$ cat src/rtl/acc_cpu_pkg.sv
package acc_cpu_pkg;

    localparam int ADDR_W = 16;
    localparam int DATA_W = 8;
    localparam int OPC_W  = 8;
    localparam int WORD_W = OPC_W + ADDR_W;

    localparam logic [OPC_W-1:0] OP_HALT = 8'h00;
    localparam logic [OPC_W-1:0] OP_STA  = 8'h0E;
    localparam logic [OPC_W-1:0] OP_MOV  = 8'h1D;
    localparam logic [OPC_W-1:0] OP_ADD  = 8'h46;
    localparam logic [OPC_W-1:0] OP_LDA  = 8'h4A;

    typedef enum logic [3:0] {
        ST_FETCH_ADDR,
        ST_FETCH_READ,
        ST_FETCH_CAPT,
        ST_LOAD_IR,
        ST_DECODE,
        ST_EVAL_ADDR,
        ST_OPND_READ,
        ST_OPND_CAPT,
        ST_EXECUTE,
        ST_WRITEBACK,
        ST_HALTED
    } cpu_state_e;

    // register-transfer enables issued by the sequencer
    typedef struct packed {
        logic pc_to_mar;
        logic ir_to_mar;
        logic mem_rd;
        logic mem_wr;
        logic rd_to_mdr;
        logic mdr_to_ir;
        logic pc_inc;
        logic mdr_to_acc;
        logic acc_to_r0;
        logic r0_to_temp;
        logic alu_to_acc;
        logic acc_to_mdr;
    } ctl_t;

endpackage

$ cat src/rtl/acc_cpu_alu.sv
module acc_cpu_alu
    import acc_cpu_pkg::*;
#(
    parameter int WIDTH = DATA_W
) (
    input  logic [WIDTH-1:0] op_a,
    input  logic [WIDTH-1:0] op_b,
    output logic [WIDTH-1:0] sum,
    output logic             carry,
    output logic             zero
);

    logic [WIDTH:0] chain;

    assign chain[0] = 1'b0;

    // one full-adder cell per bit, carry rippling upward
    for (genvar b = 0; b < WIDTH; b++) begin : g_bit
        assign sum[b]     = op_a[b] ^ op_b[b] ^ chain[b];
        assign chain[b+1] = (op_a[b] & op_b[b]) | (chain[b] & (op_a[b] ^ op_b[b]));
    end

    assign carry = chain[WIDTH];
    assign zero  = (sum == '0);

endmodule

$ cat src/rtl/acc_cpu_ctrl.sv
module acc_cpu_ctrl
    import acc_cpu_pkg::*;
#(
    parameter int OPCODE_W = OPC_W
) (
    input  logic                clk,
    input  logic                rst_n,
    input  logic [OPCODE_W-1:0] opcode,
    output ctl_t                ctl,
    output logic                halted
);

    cpu_state_e state, state_nx;

    always_ff @(posedge clk) begin
        if (!rst_n) begin
            state <= ST_FETCH_ADDR;
        end else begin
            state <= state_nx;
        end
    end

    always_comb begin
        state_nx = state;
        unique case (state)
            ST_FETCH_ADDR: state_nx = ST_FETCH_READ;
            ST_FETCH_READ: state_nx = ST_FETCH_CAPT;
            ST_FETCH_CAPT: state_nx = ST_LOAD_IR;
            ST_LOAD_IR:    state_nx = ST_DECODE;
            ST_DECODE: begin
                if (opcode == OP_LDA || opcode == OP_STA) begin
                    state_nx = ST_EVAL_ADDR;
                end else if (opcode == OP_MOV || opcode == OP_ADD) begin
                    state_nx = ST_EXECUTE;
                end else if (opcode == OP_HALT) begin
                    state_nx = ST_HALTED;
                end else begin
                    state_nx = ST_FETCH_ADDR;
                end
            end
            ST_EVAL_ADDR:  state_nx = (opcode == OP_LDA) ? ST_OPND_READ : ST_EXECUTE;
            ST_OPND_READ:  state_nx = ST_OPND_CAPT;
            ST_OPND_CAPT:  state_nx = ST_EXECUTE;
            ST_EXECUTE: begin
                if (opcode == OP_ADD || opcode == OP_STA) begin
                    state_nx = ST_WRITEBACK;
                end else begin
                    state_nx = ST_FETCH_ADDR;
                end
            end
            ST_WRITEBACK:  state_nx = ST_FETCH_ADDR;
            ST_HALTED:     state_nx = ST_HALTED;
            default:       state_nx = ST_FETCH_ADDR;
        endcase
    end

    always_comb begin
        ctl    = '0;
        halted = 1'b0;
        unique case (state)
            ST_FETCH_ADDR: ctl.pc_to_mar = 1'b1;
            ST_FETCH_READ: ctl.mem_rd    = 1'b1;
            ST_FETCH_CAPT: ctl.rd_to_mdr = 1'b1;
            ST_LOAD_IR:    ctl.mdr_to_ir = 1'b1;
            ST_DECODE:     ctl.pc_inc    = (opcode != OP_HALT);
            ST_EVAL_ADDR:  ctl.ir_to_mar = 1'b1;
            ST_OPND_READ:  ctl.mem_rd    = 1'b1;
            ST_OPND_CAPT:  ctl.rd_to_mdr = 1'b1;
            ST_EXECUTE: begin
                ctl.mdr_to_acc = (opcode == OP_LDA);
                ctl.acc_to_r0  = (opcode == OP_MOV);
                ctl.r0_to_temp = (opcode == OP_ADD);
                ctl.acc_to_mdr = (opcode == OP_STA);
            end
            ST_WRITEBACK: begin
                ctl.alu_to_acc = (opcode == OP_ADD);
                ctl.mem_wr     = (opcode == OP_STA);
            end
            ST_HALTED:     halted = 1'b1;
            default:       ctl = '0;
        endcase
    end

endmodule

$ cat src/rtl/acc_cpu_datapath.sv
module acc_cpu_datapath
    import acc_cpu_pkg::*;
#(
    parameter int AW  = ADDR_W,
    parameter int DW  = DATA_W,
    parameter int OW  = OPC_W,
    localparam int WW = OW + AW
) (
    input  logic          clk,
    input  logic          rst_n,
    input  ctl_t          ctl,
    input  logic [WW-1:0] mem_rdata,
    output logic [AW-1:0] mem_addr,
    output logic [WW-1:0] mem_wdata,
    output logic [OW-1:0] opcode,
    output logic [DW-1:0] acc,
    output logic [DW-1:0] r0,
    output logic          flag_z,
    output logic          flag_c
);

    logic [AW-1:0] pc;
    logic [AW-1:0] mar;
    logic [WW-1:0] ir;
    logic [WW-1:0] mdr;
    logic [DW-1:0] temp;
    logic [DW-1:0] alu_sum;
    logic          alu_c;
    logic          alu_z;

    acc_cpu_alu #(.WIDTH(DW)) u_alu (
        .op_a  (acc),
        .op_b  (temp),
        .sum   (alu_sum),
        .carry (alu_c),
        .zero  (alu_z)
    );

    always_ff @(posedge clk) begin
        if (!rst_n) begin
            pc     <= '0;
            mar    <= '0;
            ir     <= '0;
            mdr    <= '0;
            acc    <= '0;
            r0     <= '0;
            temp   <= '0;
            flag_z <= 1'b0;
            flag_c <= 1'b0;
        end else begin
            if (ctl.pc_to_mar)  mar  <= pc;
            if (ctl.ir_to_mar)  mar  <= ir[AW-1:0];
            if (ctl.pc_inc)     pc   <= pc + 1'b1;
            if (ctl.rd_to_mdr)  mdr  <= mem_rdata;
            if (ctl.acc_to_mdr) mdr  <= {{(WW-DW){1'b0}}, acc};
            if (ctl.mdr_to_ir)  ir   <= mdr;
            if (ctl.mdr_to_acc) acc  <= mdr[DW-1:0];
            if (ctl.acc_to_r0)  r0   <= acc;
            if (ctl.r0_to_temp) temp <= r0;
            if (ctl.alu_to_acc) begin
                acc    <= alu_sum;
                flag_z <= alu_z;
                flag_c <= alu_c;
            end
        end
    end

    assign mem_addr  = mar;
    assign mem_wdata = mdr;
    assign opcode    = ir[WW-1:AW];

endmodule

$ cat src/rtl/acc_cpu_top.sv
module acc_cpu_top
    import acc_cpu_pkg::*;
#(
    parameter int AW  = ADDR_W,
    parameter int DW  = DATA_W,
    parameter int OW  = OPC_W,
    localparam int WW = OW + AW
) (
    input  logic          clk,
    input  logic          rst_n,
    output logic [AW-1:0] mem_addr,
    output logic          mem_rd,
    output logic          mem_wr,
    output logic [WW-1:0] mem_wdata,
    input  logic [WW-1:0] mem_rdata,
    output logic [DW-1:0] acc_out,
    output logic [DW-1:0] r0_out,
    output logic          flag_z,
    output logic          flag_c,
    output logic          halted
);

    ctl_t          ctl;
    logic [OW-1:0] opcode;

    acc_cpu_ctrl #(.OPCODE_W(OW)) u_ctrl (
        .clk    (clk),
        .rst_n  (rst_n),
        .opcode (opcode),
        .ctl    (ctl),
        .halted (halted)
    );

    acc_cpu_datapath #(.AW(AW), .DW(DW), .OW(OW)) u_dp (
        .clk       (clk),
        .rst_n     (rst_n),
        .ctl       (ctl),
        .mem_rdata (mem_rdata),
        .mem_addr  (mem_addr),
        .mem_wdata (mem_wdata),
        .opcode    (opcode),
        .acc       (acc_out),
        .r0        (r0_out),
        .flag_z    (flag_z),
        .flag_c    (flag_c)
    );

    assign mem_rd = ctl.mem_rd;
    assign mem_wr = ctl.mem_wr;

endmodule

$ cat config.mk
export PLATFORM = sky130hd
export DESIGN_NAME = acc_cpu_top
export DESIGN_NICKNAME = d
export VERILOG_FILES = /design/src/rtl/acc_cpu_pkg.sv /design/src/rtl/acc_cpu_alu.sv /design/src/rtl/acc_cpu_ctrl.sv /design/src/rtl/acc_cpu_datapath.sv /design/src/rtl/acc_cpu_top.sv
export SDC_FILE = /design/constraint.sdc
export NUM_CORES = 1
export LEC_CHECK = 0
export BUFFER_PORTS_ARGS = -buffer_cell sky130_fd_sc_hd__buf_2
export CORE_ASPECT_RATIO = 1.1
export CORE_MARGIN = 2
export CORE_UTILIZATION = 55
export DETAILED_ROUTE_END_ITERATION = 16
export PLACE_DENSITY = 0.79
export SLEW_MARGIN = 20
export SYNTH_ARGS = -nofsm -noshare
export SYNTH_HDL_FRONTEND = slang
export SYNTH_SLANG_ARGS = --single-unit
export TNS_END_PERCENT = 50
$ cat constraint.sdc
create_clock -name clk -period 9.3 [get_ports clk]
set_input_delay 0.465 -clock clk [delete_from_list [all_inputs] [get_ports clk]]
set_output_delay 0.465 -clock clk [all_outputs]
set_load 0.005 [all_outputs]
==> flow_metrics.py, run 1 <==
metrics = {
    "run_status": {
        "outcome": "completed",
    },
    "layout": {
        "design_area_um2": 5540,
        "syn_to_final_growth_pct": 12.9,
        "finalNetCount": 662,
        "antenna_cells": 0,
        "final_cell_mix": "nand2_1 (113), dfxtp_1 (110), buf_2 (86)",
        "layout-drive-gt1-share": 0.188,
        "final_common_cell": "nand2_1",
    },
    "global_route": {
        "grt-ovfl-total": 0,
        "grt_use_total": 0.239,
        "grt_first_pass_wirelength_mm": 18.6,
        "grt_max_degree": 74,
        "grt_pass1_vias": 3962,
        "antenna_found_initial": 0,
    },
    "routing": {
        "num_vias": 4227,
        "ant_nets": 0,
        "drc_errors": 0,
        "drt_pass1_iterations": 5,
        "wl_mm": 11.1,
        "via_per_inst": 5.67,
        "drt_iter0_drc": 236,
        "routedWlPerCell_um": 14.9,
    },
    "yosys": {
        "syn_area_um2": 4910,
        "synthAdderAreaFrac": 0.0336,
        "yosysWarnings": 0,
        "yosysTopAreaCellShare": 0.449,
        "synth_xor_area_frac": 0.00714,
        "yosys.area.top_type": "dfxtp_1",
        "synth-compound-area-share": 0.153,
        "synth-simple-area-share": 0.221,
        "synth_cell_types": 49,
        "syn-num-nets": 599,
        "synth_area_leaders": "dfxtp_1 (45%), nand2_1 (8.6%), mux2i_1 (8.4%)",
        "syn_avg_cell_area_um2": 8.71,
        "syn_inst": 564,
        "synth_top_family_by_area": "simple AND/OR/NAND/NOR gates",
        "yosysSeqAreaShare": 0.449,
        "ys_ff_latch": 110,
        "synth_mux_area_frac": 0.0836,
    },
    "sta": {
        "slew_viol_final": 0,
        "fin_crit_sh": 0.436,
        "rsz0062_at_grt": "no",
        "final.min_clock_period_ns": 4.05,
        "timing.slew.headroom": 0.341,
        "clock-skew-final_ns": 0.00906,
        "final_hold_viol_count": 0,
        "setup_violations": 0,
        "final.setup.tns_ns": 0,
        "tightest_slew_ns": 0.985,
        "fmax_mhz": 247,
    },
    "power_and_ir_drop": {
        "sequentialPowerShare": 0.580,
        "sw_frac_of_total": 0.280,
        "p_leak_nw": 2.30,
        "p_int_w": 0.000636,
        "pwr-share-clk": 0.308,
        "peakVddDrop_uv": 87.1,
        "power_density_nw_per_um2": 159,
        "comb_power_share": 0.112,
        "power_switching_w": 0.000248,
    },
    "setup_path": {
        "path_cells": "ha_1 > inv_1 > fa_1 > fa_1 > inv_1 > fa_1 > inv_1 > fa_1 > inv_1 > fa_1 > fa_1 > inv_1 > fa_1 > inv_1 > or4_1 > or3_1 > a21oi_1",
        "reg2reg_from": "u_dp.acc[0]",
        "worstSetupPathType": "reg -> reg",
        "critPathLaunch": "u_dp.acc[0]",
        "cp_max_fo": 5,
        "worst_setup_path_start_kind": "register",
        "cpPeakStageDelay_ns": 0.48,
        "path_common_cell": "fa_1",
        "crit_arrival_ns": 4.36,
        "crit_path_top_delay_cell": "fa_1",
        "cp-end-kind": "register",
        "worst_ep_required_time_ns": 9.60,
    },
    "job": {
        "maxCapViolCount": 0,
    },
    "floorplan": {
        "die_area_um2": 9700,
        "die_h_um": 103,
        "coreArea_um2": 8780,
        "num_rows": 36,
        "fp.dieW_um": 94.1,
        "initial_utilization": 0.559,
        "io_pins": 87,
    },
    "clock_tree": {
        "clk_pin_slew_ns": 0.11,
        "post_cts_resized": 0,
        "cts_made_buffers": 9,
        "post_cts_buffers": 0,
        "clock_tree.root_cell": "clkbuf_8",
        "cts_sinks": 110,
        "postCtsHoldBufs": 0,
        "worst_skew_pair.late_latency_ns": 0.37,
        "cts_buffer_depth": 2,
        "htreeDepth": 3,
        "cts_tree": "built",
    },
    "place": {
        "gp_congestion": 0.892,
        "hpwl_mm": 7.90,
        "port_buffers": 86,
        "place_area_um2": 5350,
    },
    "min_path": {
        "min_path_type": "in -> reg",
        "min-delay-start": "mem_rdata[11]",
    },
}
critical path, delay by kind of cell (launching register included):
kind                     cells  cell delay [ns]
AO/OA/AOI/OAI                1             0.14
adder cells (fa/ha/maj)      8             2.27
buffers and inverters        6             0.36
flip-flops                   1             0.43
AND/OR/NAND/NOR              2             0.78
cells by family (layout without fill, tap and decap cells):
logic type / Yosys count / count (layout)
AND/OR/NAND/NOR: 217 / 217
AO/OA/AOI/OAI: 123 / 123
flip-flops: 110 / 110
buffers and inverters: 60 / 128
multiplexers: 41 / 41
adder cells (fa/ha/maj): 9 / 9
XOR/XNOR: 4 / 4
metal layers:
layer,part of all wire,track usage
met5,0,0
met4,0.018,0.0914
met3,0.054,0.0373
met2,0.48,0.395
met1,0.45,0.318
path summary, 6_finish.rpt:
path,cells past startpoint,slack [ns],endpoint
max,17,5.25,u_dp.flag_z
min reg2reg,2,0.47,u_dp.ir[5]
max reg2reg,17,5.25,u_dp.flag_z
min,3,0.32,u_dp.mem_wdata[11]
power groups by stage:
stage          sequential, W  combinational [W]  clock [W]
2_1_floorplan       0.000516          0.0000658          0
3_3_place_gp        0.000522          0.0000962          0
3_5_place_dp        0.000523          0.0000980          0
4_1_cts             0.000512          0.0000982   0.000275
5_1_grt             0.000515           0.000113   0.000294
6_report            0.000512          0.0000989   0.000272
state kept, by name (all words and copies together) (netlist names):
register	flops
u_dp.mem_wdata	24
u_dp.mem_addr	16
u_dp.flag_z	1
u_dp.r0	8
u_dp.ir	24
u_dp.flag_c	1
u_dp.acc	8
u_ctrl.state	4
u_dp.pc	16
u_dp.temp	8
through the flow:
step           power (W)  instances  hold WS (ns)  utilization  worst slack, ns
6_report        0.000883        746         0.317        0.631             5.25
5_1_grt         0.000923        746         0.310        0.631             5.06
4_1_cts         0.000885        745         0.312        0.630             5.30
3_5_place_dp    0.000621        729         0.451        0.609             5.28
3_3_place_gp    0.000618        729         0.444        0.609             5.44
2_1_floorplan   0.000582        564         0.436            -             5.53
final cells by class:
type,instances,area (um^2)
fillers,786,3240
multi-input cells,394,2470
flip-flops and latches,110,2200
repair buffers,90,464
well taps,114,143
clock buffers,10,128
inverters,22,82.6
clock inverters,6,53.8
synth_stat cells (all sizes together):
| cell | count |
|---|---|
| fa | 7 |
| nand4 | 6 |
| and4 | 2 |
| xnor2 | 1 |
| a2111o | 1 |
| buf | 13 |
| a2111oi | 1 |
| nand4b | 1 |
| o211a | 1 |
| o22a | 1 |
| xor2 | 3 |
| dfxtp | 110 |
| and3 | 3 |
| o41ai | 1 |
| a311oi | 8 |
| a21o | 1 |
| inv | 22 |
| nor2b | 4 |
| o31ai | 10 |
| mux2i | 41 |
| a211oi | 17 |
| o21ai | 14 |
| or2 | 1 |
| nand3 | 10 |
| nor2 | 44 |
| or4 | 12 |
| clkbuf | 25 |
| and2 | 3 |
| nor4b | 4 |
| nand2 | 113 |
| nor3b | 2 |
| a31oi | 3 |
| o211ai | 2 |
| ha | 2 |
| a21oi | 63 |
| nor4bb | 4 |
| and4bb | 1 |
| or3 | 7 |
Note: power is estimated with default switching activity, not from simulation.
==> run 2: changes to the inputs <==
--- a/config.mk
+++ b/config.mk
@@ -5,12 +5,13 @@
 export SDC_FILE = /design/constraint.sdc
 export NUM_CORES = 1
 export LEC_CHECK = 0
+export ABC_AREA = 1
 export BUFFER_PORTS_ARGS = -buffer_cell sky130_fd_sc_hd__buf_2
 export CORE_ASPECT_RATIO = 1.1
 export CORE_MARGIN = 2
 export CORE_UTILIZATION = 55
 export DETAILED_ROUTE_END_ITERATION = 16
-export PLACE_DENSITY = 0.79
+export PLACE_DENSITY = 0.78
 export SLEW_MARGIN = 20
 export SYNTH_ARGS = -nofsm -noshare
 export SYNTH_HDL_FRONTEND = slang
==> constraint.sdc (replaced) <==
create_clock -name clk -period 4.2 [get_ports clk]
set_input_delay 0.21 -clock clk [delete_from_list [all_inputs] [get_ports clk]]
set_output_delay 0.21 -clock clk [all_outputs]
set_load 0.005 [all_outputs]
==> run 2 against run 1 <==
Utilization rose by 0.84 points. Cell count rose by 20%. Die area rose by 2.7%. Critical path type unchanged. Combinational power rose by 130%. Clock skew rose by 0.0057 ns. Global-route usage rose by 2.5 points. Clock power rose by 120%. Highest routed layer unchanged. Synthesized cell count rose by 25%.
==> flow_metrics.py, run 2 <==
metrics = {
    "layout": {
        "finalNetCount": 808,
        "layout-drive-gt1-share": 0.171,
        "instances_no_fill": 892,
        "multiInputGateArea_um2": 2440,
        "antenna_cells": 0,
        "ff_latch_area_um2": 2200,
        "final_common_cell": "nand2_1",
        "final_cell_mix": "nand2_1 (184), dfxtp_1 (110), buf_2 (86)",
        "fillCellCount": 816,
        "syn_to_final_growth_pct": 12.4,
    },
    "yosys": {
        "synth_cell_types": 32,
        "syn-num-nets": 739,
        "async_flop_share": 0,
        "synth_area_leaders": "dfxtp_1 (44%), nand2_1 (14%), a21oi_1 (6.3%)",
        "yosys-top-cells-count": "nand2_1 (184), dfxtp_1 (110), nor2_1 (71)",
        "ys_ff_latch": 110,
        "syn_avg_cell_area_um2": 7.17,
        "yosysMostFrequentCell": "nand2_1",
        "syn_area_um2": 5050,
        "synth-edff-count": 0,
        "yosysTopAreaCellShare": 0.436,
        "synthFlopType": "dfxtp_1",
        "yosys.area.top_type": "dfxtp_1",
        "syn_inst": 704,
        "yosysWarnings": 0,
        "yosysSeqAreaShare": 0.436,
    },
    "setup_path": {
        "worst_setup_path_start_kind": "register",
        "worst_ep_required_time_ns": 4.49,
        "crit_arrival_ns": 3.77,
        "r2r_end": "u_dp.flag_z",
        "reg2reg_from": "u_dp.acc[0]",
        "worstSetupPathType": "reg -> reg",
        "rrSetupSlack_ns": 0.73,
        "cp_max_fo": 5,
        "r2r_cells": 17,
        "cp-end-kind": "register",
    },
    "clock_tree": {
        "cts_buffer_depth": 2,
        "cts_made_buffers": 9,
        "post_cts_resized": 0,
        "htreeDepth": 3,
        "cts_sinks": 110,
        "postCtsHoldBufs": 0,
        "clock_tree.root_cell": "clkbuf_8",
        "cts_tree": "built",
        "post_cts_buffers": 0,
        "worst_skew_pair.late_latency_ns": 0.37,
        "clk_pin_slew_ns": 0.11,
    },
    "sta": {
        "timing.slew.headroom": 0.472,
        "final.min_clock_period_ns": 3.47,
        "setup_violations": 0,
        "worst_slack_ns": 0.726,
        "rsz0062_at_grt": "no",
        "final.setup.tns_ns": 0,
        "clock-skew-final_ns": 0.0147,
        "fin_crit_sh": 0.827,
        "final_hold_viol_count": 0,
        "tightest_slew_ns": 0.791,
        "fmax_mhz": 288,
        "slew_viol_final": 0,
    },
    "place": {
        "gp_congestion": 0.962,
        "hpwl_mm": 9.07,
        "placedCellCount": 876,
        "port_buffers": 86,
        "pre_cts_ws_ns": 0.787,
    },
    "min_path": {
        "hold_path_depth": 3,
        "min_path_type": "in -> reg",
        "holdPathEnd": "u_dp.mem_wdata[13]",
        "min-delay-start": "mem_rdata[13]",
    },
    "global_route": {
        "grt_pass1_vias": 4495,
        "grt_use_total": 0.264,
        "grt_first_pass_wirelength_mm": 21.0,
        "grt_max_degree": 61,
        "grt-ovfl-total": 0,
        "antenna_found_initial": 0,
    },
    "power_and_ir_drop": {
        "peakVddDrop_uv": 194,
        "p_leak_nw": 2.30,
        "power_density_nw_per_um2": 344,
    },
    "floorplan": {
        "die_area_um2": 9960,
        "num_rows": 36,
        "coreArea_um2": 8870,
        "die_h_um": 104,
        "io_pins": 87,
        "initial_utilization": 0.569,
        "fp.dieW_um": 95.4,
    },
    "routing": {
        "drc_errors": 0,
        "drt_pass1_iterations": 6,
        "routedWlPerCell_um": 14.2,
        "ant_nets": 0,
        "wl_mm": 12.7,
        "drt_iter0_drc": 310,
        "num_vias": 4854,
        "via_per_inst": 5.44,
    },
    "job": {
        "maxCapViolCount": 0,
    },
    "run_status": {
        "outcome": "completed",
    },
}
run 2: worst max-delay path, stage by stage (launching register included):
cell	delay [ns]
dfxtp_1	0.41
ha_1	0.16
inv_1	0.05
fa_1	0.37
fa_1	0.38
inv_1	0.08
fa_1	0.15
inv_1	0.05
fa_1	0.36
inv_1	0.07
fa_1	0.17
fa_1	0.17
inv_1	0.05
fa_1	0.50
nand4_1	0.09
nor2_1	0.09
nand3_1	0.08
a21oi_1	0.13
run 2: how the worst max path moves through the flow:
stage	cells after the start	start	to
floorplan	17	u_dp.acc[0]	u_dp.flag_z
global placement	17	u_dp.acc[0]	u_dp.flag_z
detailed placement	17	u_dp.acc[0]	u_dp.flag_z
CTS	17	u_dp.acc[0]	u_dp.flag_z
global route	17	u_dp.acc[0]	u_dp.flag_z
finish	17	u_dp.acc[0]	u_dp.flag_z
run 2: layout make-up:
| class | count | share of cell area |
|---|---|---|
| clock buffer | 12 | 0.0256 |
| clock inverter | 4 | 0.00573 |
| inverter | 69 | 0.0456 |
| multi-input combinational | 494 | 0.430 |
| sequential | 110 | 0.388 |
| tap | 114 | 0.0251 |
| timing repair buffer | 89 | 0.0798 |
run 2: cells by family (layout without fill, tap and decap cells):
family / Yosys count / after routing / synth area share
simple gates: 322 / 322 / 0.276
compound gates: 158 / 158 / 0.164
flops: 110 / 110 / 0.436
buf+inv: 100 / 174 / 0.0823
fa+ha+maj: 9 / 9 / 0.0327
xor+xnor: 5 / 5 / 0.00867
run 2: per-layer routing:
layer  GRT usage  up-vias  wire (um)
li1            -     2415          -
met1       0.337     2222       5430
met2       0.418      185       6060
met3      0.0587       32        843
met4       0.126        0        352
met5           0        -          0
run 2: metrics by stage:
step	hold slack [ns]	util	power, W	instance area, um^2
3_5_place_dp	0.450	0.619	0.00138	5490
2_1_floorplan	0.351	-	0.00130	5050
6_report	0.0735	0.639	0.00195	5670
4_1_cts	0.0660	0.639	0.00196	5670
5_1_grt	0.0589	0.639	0.00205	5670
3_3_place_gp	0.445	0.619	0.00137	5490
run 2: power breakdown:
part / internal (W) / switching, W / leakage [nW]
combinational: 0.0000832 / 0.000147 / 1.32
sequential: 0.00109 / 0.0000348 / 0.892
clock: 0.000235 / 0.000359 / 0.0828
